`src/rtl/dispatch_pkg.sv`:
```
package dispatch_pkg;
  localparam int INSN_W      = 128;
  localparam int NSTAGE      = 3;
  localparam int NTOK        = 4;
  // instruction field positions
  localparam int B_POP_PREV  = 3;
  localparam int B_POP_NEXT  = 4;
  localparam int B_PUSH_PREV = 5;
  localparam int B_PUSH_NEXT = 6;
  localparam int MEM_LSB     = 7;

  typedef enum logic [2:0] {
    OP_LOAD = 3'd0, OP_STORE = 3'd1, OP_GEMM = 3'd2, OP_FINISH = 3'd3, OP_ALU = 3'd4
  } opcode_e;

  localparam logic [1:0] MT_UOP = 2'd0;
  localparam logic [1:0] MT_WGT = 2'd1;
  localparam logic [1:0] MT_INP = 2'd2;
  localparam logic [1:0] MT_ACC = 2'd3;

  // stage indices
  localparam int S_LD = 0;
  localparam int S_CP = 1;
  localparam int S_ST = 2;
  // token channel indices
  localparam int T_L2C = 0;
  localparam int T_C2L = 1;
  localparam int T_C2S = 2;
  localparam int T_S2C = 3;

  function automatic logic [1:0] route_of(input logic [INSN_W-1:0] insn);
    logic [1:0] mt;
    mt = insn[MEM_LSB +: 2];
    if (insn[2:0] == OP_STORE) return 2'(S_ST);
    if (insn[2:0] == OP_LOAD && (mt == MT_WGT || mt == MT_INP)) return 2'(S_LD);
    return 2'(S_CP);
  endfunction
endpackage

```
`src/rtl/dsp_insn_queue.sv`:
```
module dsp_insn_queue #(
  parameter int W     = 128,
  parameter int DEPTH = 8
) (
  input  logic         clk,
  input  logic         rst_n,
  input  logic         push_i,
  input  logic [W-1:0] data_i,
  input  logic         pop_i,
  output logic [W-1:0] head_o,
  output logic         nonempty_o,
  output logic         full_o
);
  localparam int AW = (DEPTH > 1) ? $clog2(DEPTH) : 1;
  localparam int CW = $clog2(DEPTH + 1);

  logic [W-1:0]  mem_q [DEPTH];
  logic [AW-1:0] rd_q, rd_d, wr_q, wr_d;
  logic [CW-1:0] cnt_q, cnt_d;

  always_comb begin
    rd_d  = rd_q;
    wr_d  = wr_q;
    cnt_d = cnt_q;
    if (pop_i)  rd_d = (rd_q == AW'(DEPTH - 1)) ? '0 : rd_q + 1'b1;
    if (push_i) wr_d = (wr_q == AW'(DEPTH - 1)) ? '0 : wr_q + 1'b1;
    if (push_i && !pop_i) cnt_d = cnt_q + 1'b1;
    else if (pop_i && !push_i) cnt_d = cnt_q - 1'b1;
  end

  always_ff @(posedge clk or negedge rst_n) begin
    if (!rst_n) begin
      rd_q  <= '0;
      wr_q  <= '0;
      cnt_q <= '0;
    end else begin
      rd_q  <= rd_d;
      wr_q  <= wr_d;
      cnt_q <= cnt_d;
    end
  end

  always_ff @(posedge clk) begin
    if (push_i) mem_q[wr_q] <= data_i;
  end

  assign head_o     = mem_q[rd_q];
  assign nonempty_o = (cnt_q != '0);
  assign full_o     = (cnt_q == CW'(DEPTH));

  a_r5_no_push_when_full: assert property (@(posedge clk) disable iff (!rst_n)
    full_o |-> !push_i);
  a_r11_no_pop_when_empty: assert property (@(posedge clk) disable iff (!rst_n)
    pop_i |-> nonempty_o);
endmodule

```
`src/rtl/dsp_token_fifo.sv`:
```
module dsp_token_fifo #(
  parameter int DEPTH = 4
) (
  input  logic clk,
  input  logic rst_n,
  input  logic push_i,
  input  logic pop_i,
  output logic nonempty_o,
  output logic ovf_o
);
  localparam int CW = $clog2(DEPTH + 1);

  logic [CW-1:0] cnt_q, cnt_d;
  logic          ovf_q, ovf_d;
  logic          full;

  assign full = (cnt_q == CW'(DEPTH));

  always_comb begin
    cnt_d = cnt_q;
    ovf_d = ovf_q;
    if (push_i && !pop_i) begin
      if (full) ovf_d = 1'b1;
      else      cnt_d = cnt_q + 1'b1;
    end else if (pop_i && !push_i) begin
      cnt_d = cnt_q - 1'b1;
    end
  end

  always_ff @(posedge clk or negedge rst_n) begin
    if (!rst_n) begin
      cnt_q <= '0;
      ovf_q <= 1'b0;
    end else begin
      cnt_q <= cnt_d;
      ovf_q <= ovf_d;
    end
  end

  assign nonempty_o = (cnt_q != '0);
  assign ovf_o      = ovf_q;

  a_r8_no_token_underflow: assert property (@(posedge clk) disable iff (!rst_n)
    pop_i |-> nonempty_o);
  a_r14_overflow_on_full: assert property (@(posedge clk) disable iff (!rst_n)
    (push_i && !pop_i && full) |=> ovf_o);
  a_r14_overflow_sticky: assert property (@(posedge clk) disable iff (!rst_n)
    ovf_o |=> ovf_o);
endmodule

```
`src/rtl/dsp_stage_gate.sv`:
```
module dsp_stage_gate #(
  parameter int MW = 3
) (
  input  logic          clk,
  input  logic          rst_n,
  input  logic          head_valid_i,
  input  logic          need_a_i,
  input  logic          avail_a_i,
  input  logic          need_b_i,
  input  logic          avail_b_i,
  input  logic [MW-1:0] meta_i,
  input  logic          done_i,
  output logic          issue_o,
  output logic          fin_o,
  output logic [MW-1:0] meta_o
);
  logic          busy_q, busy_d;
  logic [MW-1:0] meta_q, meta_d;

  assign issue_o = head_valid_i && !busy_q &&
                   (!need_a_i || avail_a_i) && (!need_b_i || avail_b_i);
  assign fin_o   = done_i && busy_q;

  always_comb begin
    busy_d = busy_q;
    meta_d = meta_q;
    if (fin_o) busy_d = 1'b0;
    if (issue_o) begin
      busy_d = 1'b1;
      meta_d = meta_i;
    end
  end

  always_ff @(posedge clk or negedge rst_n) begin
    if (!rst_n) begin
      busy_q <= 1'b0;
      meta_q <= '0;
    end else begin
      busy_q <= busy_d;
      meta_q <= meta_d;
    end
  end

  assign meta_o = meta_q;

  a_r11_single_in_flight: assert property (@(posedge clk) disable iff (!rst_n)
    busy_q |-> !issue_o);
  a_r8_tokens_present_at_issue: assert property (@(posedge clk) disable iff (!rst_n)
    issue_o |-> ((!need_a_i || avail_a_i) && (!need_b_i || avail_b_i)));
endmodule

```
`src/rtl/dispatch_top.sv`:
```
module dispatch_top
  import dispatch_pkg::*;
#(
  parameter int TOK_DEPTH = 4,
  parameter int Q_DEPTH   = 8
) (
  input  logic              clk,
  input  logic              rst_n,
  input  logic              in_valid,
  output logic              in_ready,
  input  logic [INSN_W-1:0] in_insn,
  output logic              ld_issue,
  output logic [INSN_W-1:0] ld_insn,
  input  logic              ld_done,
  output logic              cp_issue,
  output logic [INSN_W-1:0] cp_insn,
  input  logic              cp_done,
  output logic              st_issue,
  output logic [INSN_W-1:0] st_insn,
  input  logic              st_done,
  output logic              run_done,
  output logic              err_overflow,
  output logic              err_leftover
);
  // reset: asserted at once, released after two clock edges
  logic [1:0] rsync_q;
  logic       rst_i;
  always_ff @(posedge clk or negedge rst_n) begin
    if (!rst_n) rsync_q <= 2'b00;
    else        rsync_q <= {rsync_q[0], 1'b1};
  end
  assign rst_i = rsync_q[1];

  logic [INSN_W-1:0] q_head [NSTAGE];
  logic [NSTAGE-1:0] q_push, q_ne, q_full, iss, fin, done_vec;
  logic [NSTAGE-1:0] need_a, need_b, avail_a, avail_b;
  logic [2:0]        meta_in [NSTAGE];
  logic [2:0]        meta_q  [NSTAGE];
  logic [NTOK-1:0]   tok_push, tok_pop, tok_ne, tok_ovf;
  logic [1:0]        route;

  assign route    = route_of(in_insn);
  assign in_ready = !q_full[route];
  assign done_vec = {st_done, cp_done, ld_done};

  always_comb begin
    for (int s = 0; s < NSTAGE; s++) q_push[s] = in_valid && in_ready && (route == 2'(s));
  end

  // per-stage token wiring
  always_comb begin
    need_a = '0; need_b = '0; avail_a = '0; avail_b = '0;
    for (int s = 0; s < NSTAGE; s++) meta_in[s] = '0;
    need_b[S_LD]  = q_head[S_LD][B_POP_NEXT];
    avail_b[S_LD] = tok_ne[T_C2L];
    meta_in[S_LD] = {1'b0, q_head[S_LD][B_PUSH_NEXT], 1'b0};
    need_a[S_CP]  = q_head[S_CP][B_POP_PREV];
    avail_a[S_CP] = tok_ne[T_L2C];
    need_b[S_CP]  = q_head[S_CP][B_POP_NEXT];
    avail_b[S_CP] = tok_ne[T_S2C];
    meta_in[S_CP] = {q_head[S_CP][2:0] == OP_FINISH,
                     q_head[S_CP][B_PUSH_NEXT], q_head[S_CP][B_PUSH_PREV]};
    need_a[S_ST]  = q_head[S_ST][B_POP_PREV];
    avail_a[S_ST] = tok_ne[T_C2S];
    meta_in[S_ST] = {2'b00, q_head[S_ST][B_PUSH_PREV]};
  end

  always_comb begin
    tok_pop[T_C2L]  = iss[S_LD] && need_b[S_LD];
    tok_pop[T_L2C]  = iss[S_CP] && need_a[S_CP];
    tok_pop[T_S2C]  = iss[S_CP] && need_b[S_CP];
    tok_pop[T_C2S]  = iss[S_ST] && need_a[S_ST];
    tok_push[T_L2C] = fin[S_LD] && meta_q[S_LD][1];
    tok_push[T_C2L] = fin[S_CP] && meta_q[S_CP][0];
    tok_push[T_C2S] = fin[S_CP] && meta_q[S_CP][1];
    tok_push[T_S2C] = fin[S_ST] && meta_q[S_ST][0];
  end

  for (genvar s = 0; s < NSTAGE; s++) begin : g_stage
    dsp_insn_queue #(.W(INSN_W), .DEPTH(Q_DEPTH)) u_queue (
      .clk(clk), .rst_n(rst_i), .push_i(q_push[s]), .data_i(in_insn),
      .pop_i(iss[s]), .head_o(q_head[s]), .nonempty_o(q_ne[s]), .full_o(q_full[s]));
    dsp_stage_gate #(.MW(3)) u_gate (
      .clk(clk), .rst_n(rst_i), .head_valid_i(q_ne[s]),
      .need_a_i(need_a[s]), .avail_a_i(avail_a[s]),
      .need_b_i(need_b[s]), .avail_b_i(avail_b[s]),
      .meta_i(meta_in[s]), .done_i(done_vec[s]),
      .issue_o(iss[s]), .fin_o(fin[s]), .meta_o(meta_q[s]));
  end

  for (genvar t = 0; t < NTOK; t++) begin : g_tok
    dsp_token_fifo #(.DEPTH(TOK_DEPTH)) u_tok (
      .clk(clk), .rst_n(rst_i), .push_i(tok_push[t]), .pop_i(tok_pop[t]),
      .nonempty_o(tok_ne[t]), .ovf_o(tok_ovf[t]));
  end

  logic unused_meta;
  assign unused_meta = ^{meta_q[S_LD][2], meta_q[S_LD][0], meta_q[S_ST][2:1]};

  logic done_q, done_d;
  always_comb begin
    done_d = done_q;
    if (fin[S_CP] && meta_q[S_CP][2]) done_d = 1'b1;
  end
  always_ff @(posedge clk or negedge rst_i) begin
    if (!rst_i) done_q <= 1'b0;
    else        done_q <= done_d;
  end

  assign run_done     = done_q;
  assign err_overflow = |tok_ovf;
  assign err_leftover = done_q && (|tok_ne);
  assign ld_issue = iss[S_LD];
  assign cp_issue = iss[S_CP];
  assign st_issue = iss[S_ST];
  assign ld_insn  = q_head[S_LD];
  assign cp_insn  = q_head[S_CP];
  assign st_insn  = q_head[S_ST];

  a_r12_done_sticky: assert property (@(posedge clk) disable iff (!rst_i)
    run_done |=> run_done);
  a_r2_store_enqueued: assert property (@(posedge clk) disable iff (!rst_i)
    (in_valid && in_ready && in_insn[2:0] == OP_STORE) |=> q_ne[S_ST]);
  a_r3_load_enqueued: assert property (@(posedge clk) disable iff (!rst_i)
    (in_valid && in_ready && in_insn[2:0] == OP_LOAD &&
     (in_insn[MEM_LSB +: 2] == MT_WGT || in_insn[MEM_LSB +: 2] == MT_INP)) |=> q_ne[S_LD]);
  a_r12_done_needs_compute_done: assert property (@(posedge clk) disable iff (!rst_i)
    $rose(run_done) |-> $past(cp_done));
endmodule

```
`config.mk`:
```
export PLATFORM = sky130hd
export DESIGN_NAME = dispatch_top
export DESIGN_NICKNAME = d
export VERILOG_FILES = /design/src/rtl/dispatch_pkg.sv /design/src/rtl/dsp_insn_queue.sv /design/src/rtl/dsp_token_fifo.sv /design/src/rtl/dsp_stage_gate.sv /design/src/rtl/dispatch_top.sv
export SDC_FILE = /design/constraint.sdc
export NUM_CORES = 2
export LEC_CHECK = 0
export BUFFER_PORTS_ARGS = -buffer_cell sky130_fd_sc_hd__buf_2
export CORE_MARGIN = 2
export CORE_UTILIZATION = 46
export DETAILED_ROUTE_END_ITERATION = 16
export PLACE_DENSITY = 0.7
export SYNTH_ARGS = -nofsm -noshare
export SYNTH_HDL_FRONTEND = slang
export SYNTH_SLANG_ARGS = --single-unit
```
`constraint.sdc`:
```
create_clock -name clk -period 5.13 [get_ports clk]
set_clock_uncertainty 0.05 [all_clocks]
set_input_delay 0.2565 -clock clk [delete_from_list [all_inputs] [get_ports clk]]
set_output_delay 0.2565 -clock clk [all_outputs]
set_load 0.05 [all_outputs]
```
Word level (Yosys, flattened, before mapping):

Memory sizes are Yosys's and may differ from the RTL's.
Cells that the tools add are included.

* register bits: 57
* memories kept: 3
* bits of input ports: 134
* logic and storage cells: 212
* RAM bits: 3072

* reduce and logical (&&, ||, !) cells: 95
* equality and inequality tests: 23
* $add $sub $neg: 20
* $lt $le $gt $ge: 1
* muxes and demuxes: 45

Memory list
* g_stage[0].u_queue.mem_q: depth 8, bits a word 128, rd ports 1, clocked after Yosys merged registers in 0, write ports 1, line dsp_insn_queue.sv:17 `logic [W-1:0] mem_q [DEPTH];`
* g_stage[1].u_queue.mem_q: depth 8, bits a word 128, rd ports 1, clocked after Yosys merged registers in 0, write ports 1, line dsp_insn_queue.sv:17
* g_stage[2].u_queue.mem_q: depth 8, bits a word 128, rd ports 1, clocked after Yosys merged registers in 0, write ports 1, line dsp_insn_queue.sv:17

Operators by type and width (count)
* $mux W3: 18
* $logic_and A1 B1 Y1: 39
* $add A3 B1 Y3 const B: 10
* $eq A3 B3 Y1 const B: 10
* $mux W4: 6
* $logic_not A1 Y1: 22
* $reduce_bool A2 Y1: 10
* $mux W1: 16
* $reduce_and A2 Y1: 8
* $add A4 B1 Y4 const B: 3
* $eq A4 B4 Y1 const B: 3
* $reduce_bool A3 Y1: 4
* $reduce_bool A4 Y1: 3
* $sub A3 B1 Y3 const B: 4
* $sub A4 B1 Y4 const B: 3
* $mux W2: 4
* $ne A2 B2 Y1 const B: 4
* $reduce_or A4 Y1: 2
* $logic_or A1 B1 Y1: 5
* $eq A2 B1 Y1 const B: 2
* $eq A2 B2 Y1 const B: 2
* $eq A3 B1 Y1 const B: 1
* $eq A3 B2 Y1 const B: 1
* $logic_not A3 Y1: 1
* other kinds (3): 3

Longest topological paths before layout:

* word-level depth: 16
* mapped depth: 14

By module:

Synthesis repeated with hierarchy kept, for this count alone.

* cells, all modules: 4828
* area total of the unflattened synthesis: 120496.8 µm²

By module, submodules not included
* dsp_insn_queue at g_stage[0].u_queue: times used 1, area each 39494.1 µm², cells each 1546
* dsp_insn_queue at g_stage[2].u_queue: times used 1, area each 39486.6 µm², cells each 1544
* dsp_insn_queue at g_stage[1].u_queue: times used 1, area each 39471.6 µm², cells each 1546
* dsp_token_fifo: times used 4, area each 292.8 µm², cells each 31
* dsp_stage_gate: times used 3, area each 210.2 µm², cells each 13
* dispatch_top: times used 1, area each 242.7 µm², cells each 29

Least setup slack after synthesis:

No wires, ideal clock.

* path type: reg-to-reg
* start point: register g_stage[1].u_queue.cnt_q[0]
* end point: memory g_stage[1].u_queue.mem_q[3][0] (enable)
* setup time: 798 ps
* path buffers: 0
* cell stages (with the launch flop): 7
* clock period less this slack: 11205 ps
* setup slack: -6075 ps
* arrival: 10357 ps
* cell sequence: dfrtp_1 -> nor3_1 -> nand2_1 -> nand3_1 -> nor2_1 -> nand2_1 -> nor3b_1

* longest elaborated chain between the ends: 8

Ends and longest elaborated chain
* start, declared: line dsp_insn_queue.sv:19 `logic [CW-1:0] cnt_q, cnt_d;`
* start signal, assigned: line dsp_insn_queue.sv:39 `cnt_q <= cnt_d;`
* $eq A4 B4 Y1: line dsp_insn_queue.sv:49 `assign full_o = (cnt_q == CW'(DEPTH));`
* $bmux W1 S2: line dispatch_top.sv:43 `assign in_ready = !q_full[route];`
* $mux W1 (not written as such): line dispatch_top.sv:43
* $logic_not A1 Y1: line dispatch_top.sv:43
* $logic_and A1 B1 Y1 (2 in series): line dispatch_top.sv:47 `for (int s = 0; s < NSTAGE; s++) q_push[s] = in_valid && in_ready && (route == 2'(s));`
* named net g_stage[1].u_queue.push_i: line dsp_insn_queue.sv:7 `input logic push_i,`
* $mux W1: line dsp_insn_queue.sv:44 `if (push_i) mem_q[wr_q] <= data_i;`
* $mux W1 (not written as such): line dsp_insn_queue.sv:44
* end, declared: line dsp_insn_queue.sv:17

The timed path passes the listed nets, and every way through them passes these cells. The select of a mux whose other input is x is not followed.

Worst setup path after layout:

* start point: register g_stage[2].u_queue.rd_q[0]
* end point: output port st_insn[29]

* longest elaborated chain between the ends: 1

Ends and longest elaborated chain
* start, declared: line dsp_insn_queue.sv:18 `logic [AW-1:0] rd_q, rd_d, wr_q, wr_d;`
* start signal, assigned: line dsp_insn_queue.sv:37 `rd_q <= rd_d;`
* $mem_v2 Z8 W128
* end, declared: line dispatch_top.sv:19 `output logic [INSN_W-1:0] st_insn,`

Every way passes these cells.

==> metrics.txt <==
final setup TNS=0 ns; Hold Path Class=in -> reg; RSZ-0062 raised after global routing=no; Die Y=around 510 um; Worst Tran Pin Value=approximately 1.2 ns; clock sink total=~3.1k; warnings from Yosys=0; P_leak=roughly 0.044 uW; slew margin rel.=about 20%; IO Port Bufs=between 500 and 600; Total GRT Usage=20.6%; Mapped Avg Cell Area=24.6 um^2; final setup violation count=0; commonest non-fill, non-tap cell in the layout=edfxtp_1; Pre-antenna DRT Iters=5; Critical Path Source Type=flop; first-pass GRT wire length=approximately 390 mm; largest net degree at the start of global routing=~110; Worst path depth=5; max cap viols=0; Core Area=~260000 um^2; Clock Power Share=roughly 28%; Reg clk slew, reported paths=0.06 ns; met2 WL=between 100 and 150 mm; share of layout cells above drive strength 1=38.4%; DIE AREA=261000 um^2; Fin. Hold Viols=0; post-route cell area=around 140000 um^2; most frequent cells in the layout=edfxtp_1, mux4_2, buf_2; Post-synth EDFFs=~3k; routed length on met1=111 mm; Hold Path Stages=3; Worst Path Arrival=3.99 ns; antenna viol nets, final=0; Crit Reg-Reg Startpoint=g_stage[0].u_queue.rd_q[2]; DR WL met3=about 18 mm; Worst Path Buf+Inv=3; register bit total from synthesis=about 3.1k; io pins=between 500 and 600; worst-skew pair later-pin latency=0.92 ns; CP max stage delay=around 0.65 ns; start point of the critical path=g_stage[2].u_queue.rd_q[0]; critical path endpoint=st_insn[29]; Crit Path Category=reg -> out; Tmin final=around 4.3 ns; status=finished clean; crit end category=output port; Syn Std Cell Area=around 120000 um^2; WL final=270 mm; combinational share of power=a little over a third; nets@finish=5824; worst-case clock buffer depth=4; Slew Viols, Final=0; top sig layer=met5; Net Sw Frac=roughly 36%; Via density=5.82; Mapped Nets=slightly below 5k; initial antenna violation count=20; Clock Tree Root=clkbuf_16; Int Pwr=roughly 53000 uW; Flop pwr share=between 30% and 40%; final RePlAce weighted congestion=approximately 0.76; dominant synthesized flop cell=edfxtp_1; library cells used by synthesis=between 50 and 60; Req. time, crit path=between 4 and 5 ns; via count=roughly 54k; row count=186; GRT Residual Overflow=0; Remaining DRCs=0; Starting DRT DRC Count=between 5k and 6k; Max Fclk=0.233 GHz; H-tree depth=5; dpl hpwl=around 150 mm; Num CTS Buffers=between 300 and 400; ys async rst share=under 10%; reg2reg end=g_stage[0].u_queue.cnt_q[3]; CTS tree=done; Die W=~510 um; CP max FO=slightly above 80; NetSw=around 29000 uW; Worst VDD drop=~0.63 mV; R2R depth=11; Area Overhead vs Synth=16.3%; WL/cell=29.0 um; vias in the first global route=56.1k; register area share after synthesis=79.2%; PwrDens=between 600 and 700 nW/um^2; r2r setup slk=about 1.6 ns; CP max stage cell=dfrtp_4; CP cell instances=buf_12 -> buf_4 -> mux4_2 -> mux2_2 -> buf_2; period utilization=a little over four fifths; Mapped Cells=~4.8k; Area after DPL=around 130000 um^2; Starting Density=a little under half; CP delay by family, top=buffers and inverters
-- cell families (layout without fill, tap and decap cells) --
kind of cell	count (synthesis)	count (layout)	synth area share (%)
and+or+nand+nor	135	135	0.554
buffers and inverters	248	1351	0.864
adders and majority gates	28	28	0.341
DFF	3129	3129	79.2
xor gates and xnor gates	17	17	0.126
other	1	5	0.00317
AOI/OAI and AO/OA	70	70	0.405
muxes	1172	1172	18.5
-- how the worst min path moves through the flow --
| stage | start | endpoint | slack (ns) |
|---|---|---|---|
| floorplan | rst_n | rsync_q[0] | -0.09 |
| global placement | rst_n | rsync_q[0] | -0.007 |
| detailed placement | rst_n | rsync_q[0] | -0.0008 |
| CTS | cp_done | g_stage[1].u_gate.busy_q | 0.03 |
| global route | cp_done | g_stage[1].u_gate.busy_q | 0.09 |
| finish | cp_done | g_stage[1].u_gate.busy_q | 0.10 |
-- metal layers --
| metal | global-route usage (%) | vias up |
|---|---|---|
| li1 | - | 22286 |
| met1 | 28.1 | 29304 |
| met2 | 33.1 | 1970 |
| met3 | 4.06 | 460 |
| met4 | 7.70 | 10 |
| met5 | 0 | - |
-- flip-flops by register name, summed over array words and instances, names as in the netlist --
name,cells
rsync_q,2
g_stage.u_gate.busy_q,3
run_done,1
g_tok.u_tok.ovf_o,4
g_stage.u_queue.mem_q,3072
g_tok.u_tok.cnt_q,12
g_stage.u_queue.cnt_q,12
g_stage.u_gate.meta_o,5
g_stage.u_queue.wr_q,9
g_stage.u_queue.rd_q,9
-- synth_stat cells, types with 5 or more instances --
cell	count	share of area (%)
mux2i_1	7	0.059
o21ai_1	7	0.030
buf_1	55	0.17
mux4_2	766	15
ha_1	21	0.22
o21ai_0	15	0.064
nor2_1	32	0.10
nand2b_1	9	0.048
buf_4	7	0.044
mux2_2	390	3.7
buf_2	45	0.19
inv_1	18	0.057
a21o_1	6	0.038
a21oi_1	14	0.059
nor3_1	15	0.064
nand2_1	33	0.10
clkbuf_1	117	0.37
and3_1	7	0.037
mux2_1	8	0.076
nor3b_1	5	0.032
fa_1	7	0.12
nand3_1	16	0.068
xnor2_1	17	0.13
dfrtp_1	57	1.2
inv_2	5	0.016
edfxtp_1	3072	78
-- worst register-to-register path, stage by stage (launching register included) --
cell and delay (ns):
dfrtp_4 1.06, mux2_2 0.37, inv_2 0.03, o21ai_1 0.52, ha_1 0.30, inv_1 0.10, ha_1 0.28, a21o_1 0.18
a21oi_1 0.18, xnor2_1 0.15, nor2_1 0.08, xnor2_1 0.12
-- cell type report --
cell class | instances | area (um^2)
tap | 3384 | 4230
clock buffer | 401 | 8670
inverter | 23 | 86.3
clock inverter | 176 | 1530
timing repair buffer | 751 | 5460
multi-input combinational | 1423 | 23700
sequential | 3129 | 93700
antenna | 4 | 10.0
fill | 18815 | 119000
-- power groups by stage --
stage | Clock, uW | Sequential (uW) | Combinational (uW)
6_report | 22700 | 30600 | 29100
3_3_place_gp | 0 | 31100 | 29200
2_1_floorplan | 0 | 30700 | 22000
5_1_grt | 24100 | 30800 | 30500
4_1_cts | 23100 | 30700 | 29600
3_5_place_dp | 0 | 31200 | 29400
-- metrics by stage --
stage,hold slack [ns],std cells,worst slack (ns),utilization (%),total power (uW)
6_report,0.101,9291,0.829,53.6,82500
5_1_grt,0.0875,9288,0.504,53.6,85400
4_1_cts,0.0250,9287,0.587,53.6,83400
3_5_place_dp,-0.000819,8574,1.54,49.1,60600
3_3_place_gp,-0.00662,8573,0.606,49.1,60300
2_1_floorplan,-0.0891,4800,-2.13,-,52600
-- timing repair --
| item | 4_1_cts | 5_1_grt |
|---|---|---|
| hold buffers | 136 | 0 |
| resized for setup | 0 | 0 |
| hold endpoints to repair | 3099 | 0 |
| setup buffers | 0 | 0 |
Note: power is estimated with default switching activity, not from simulation.
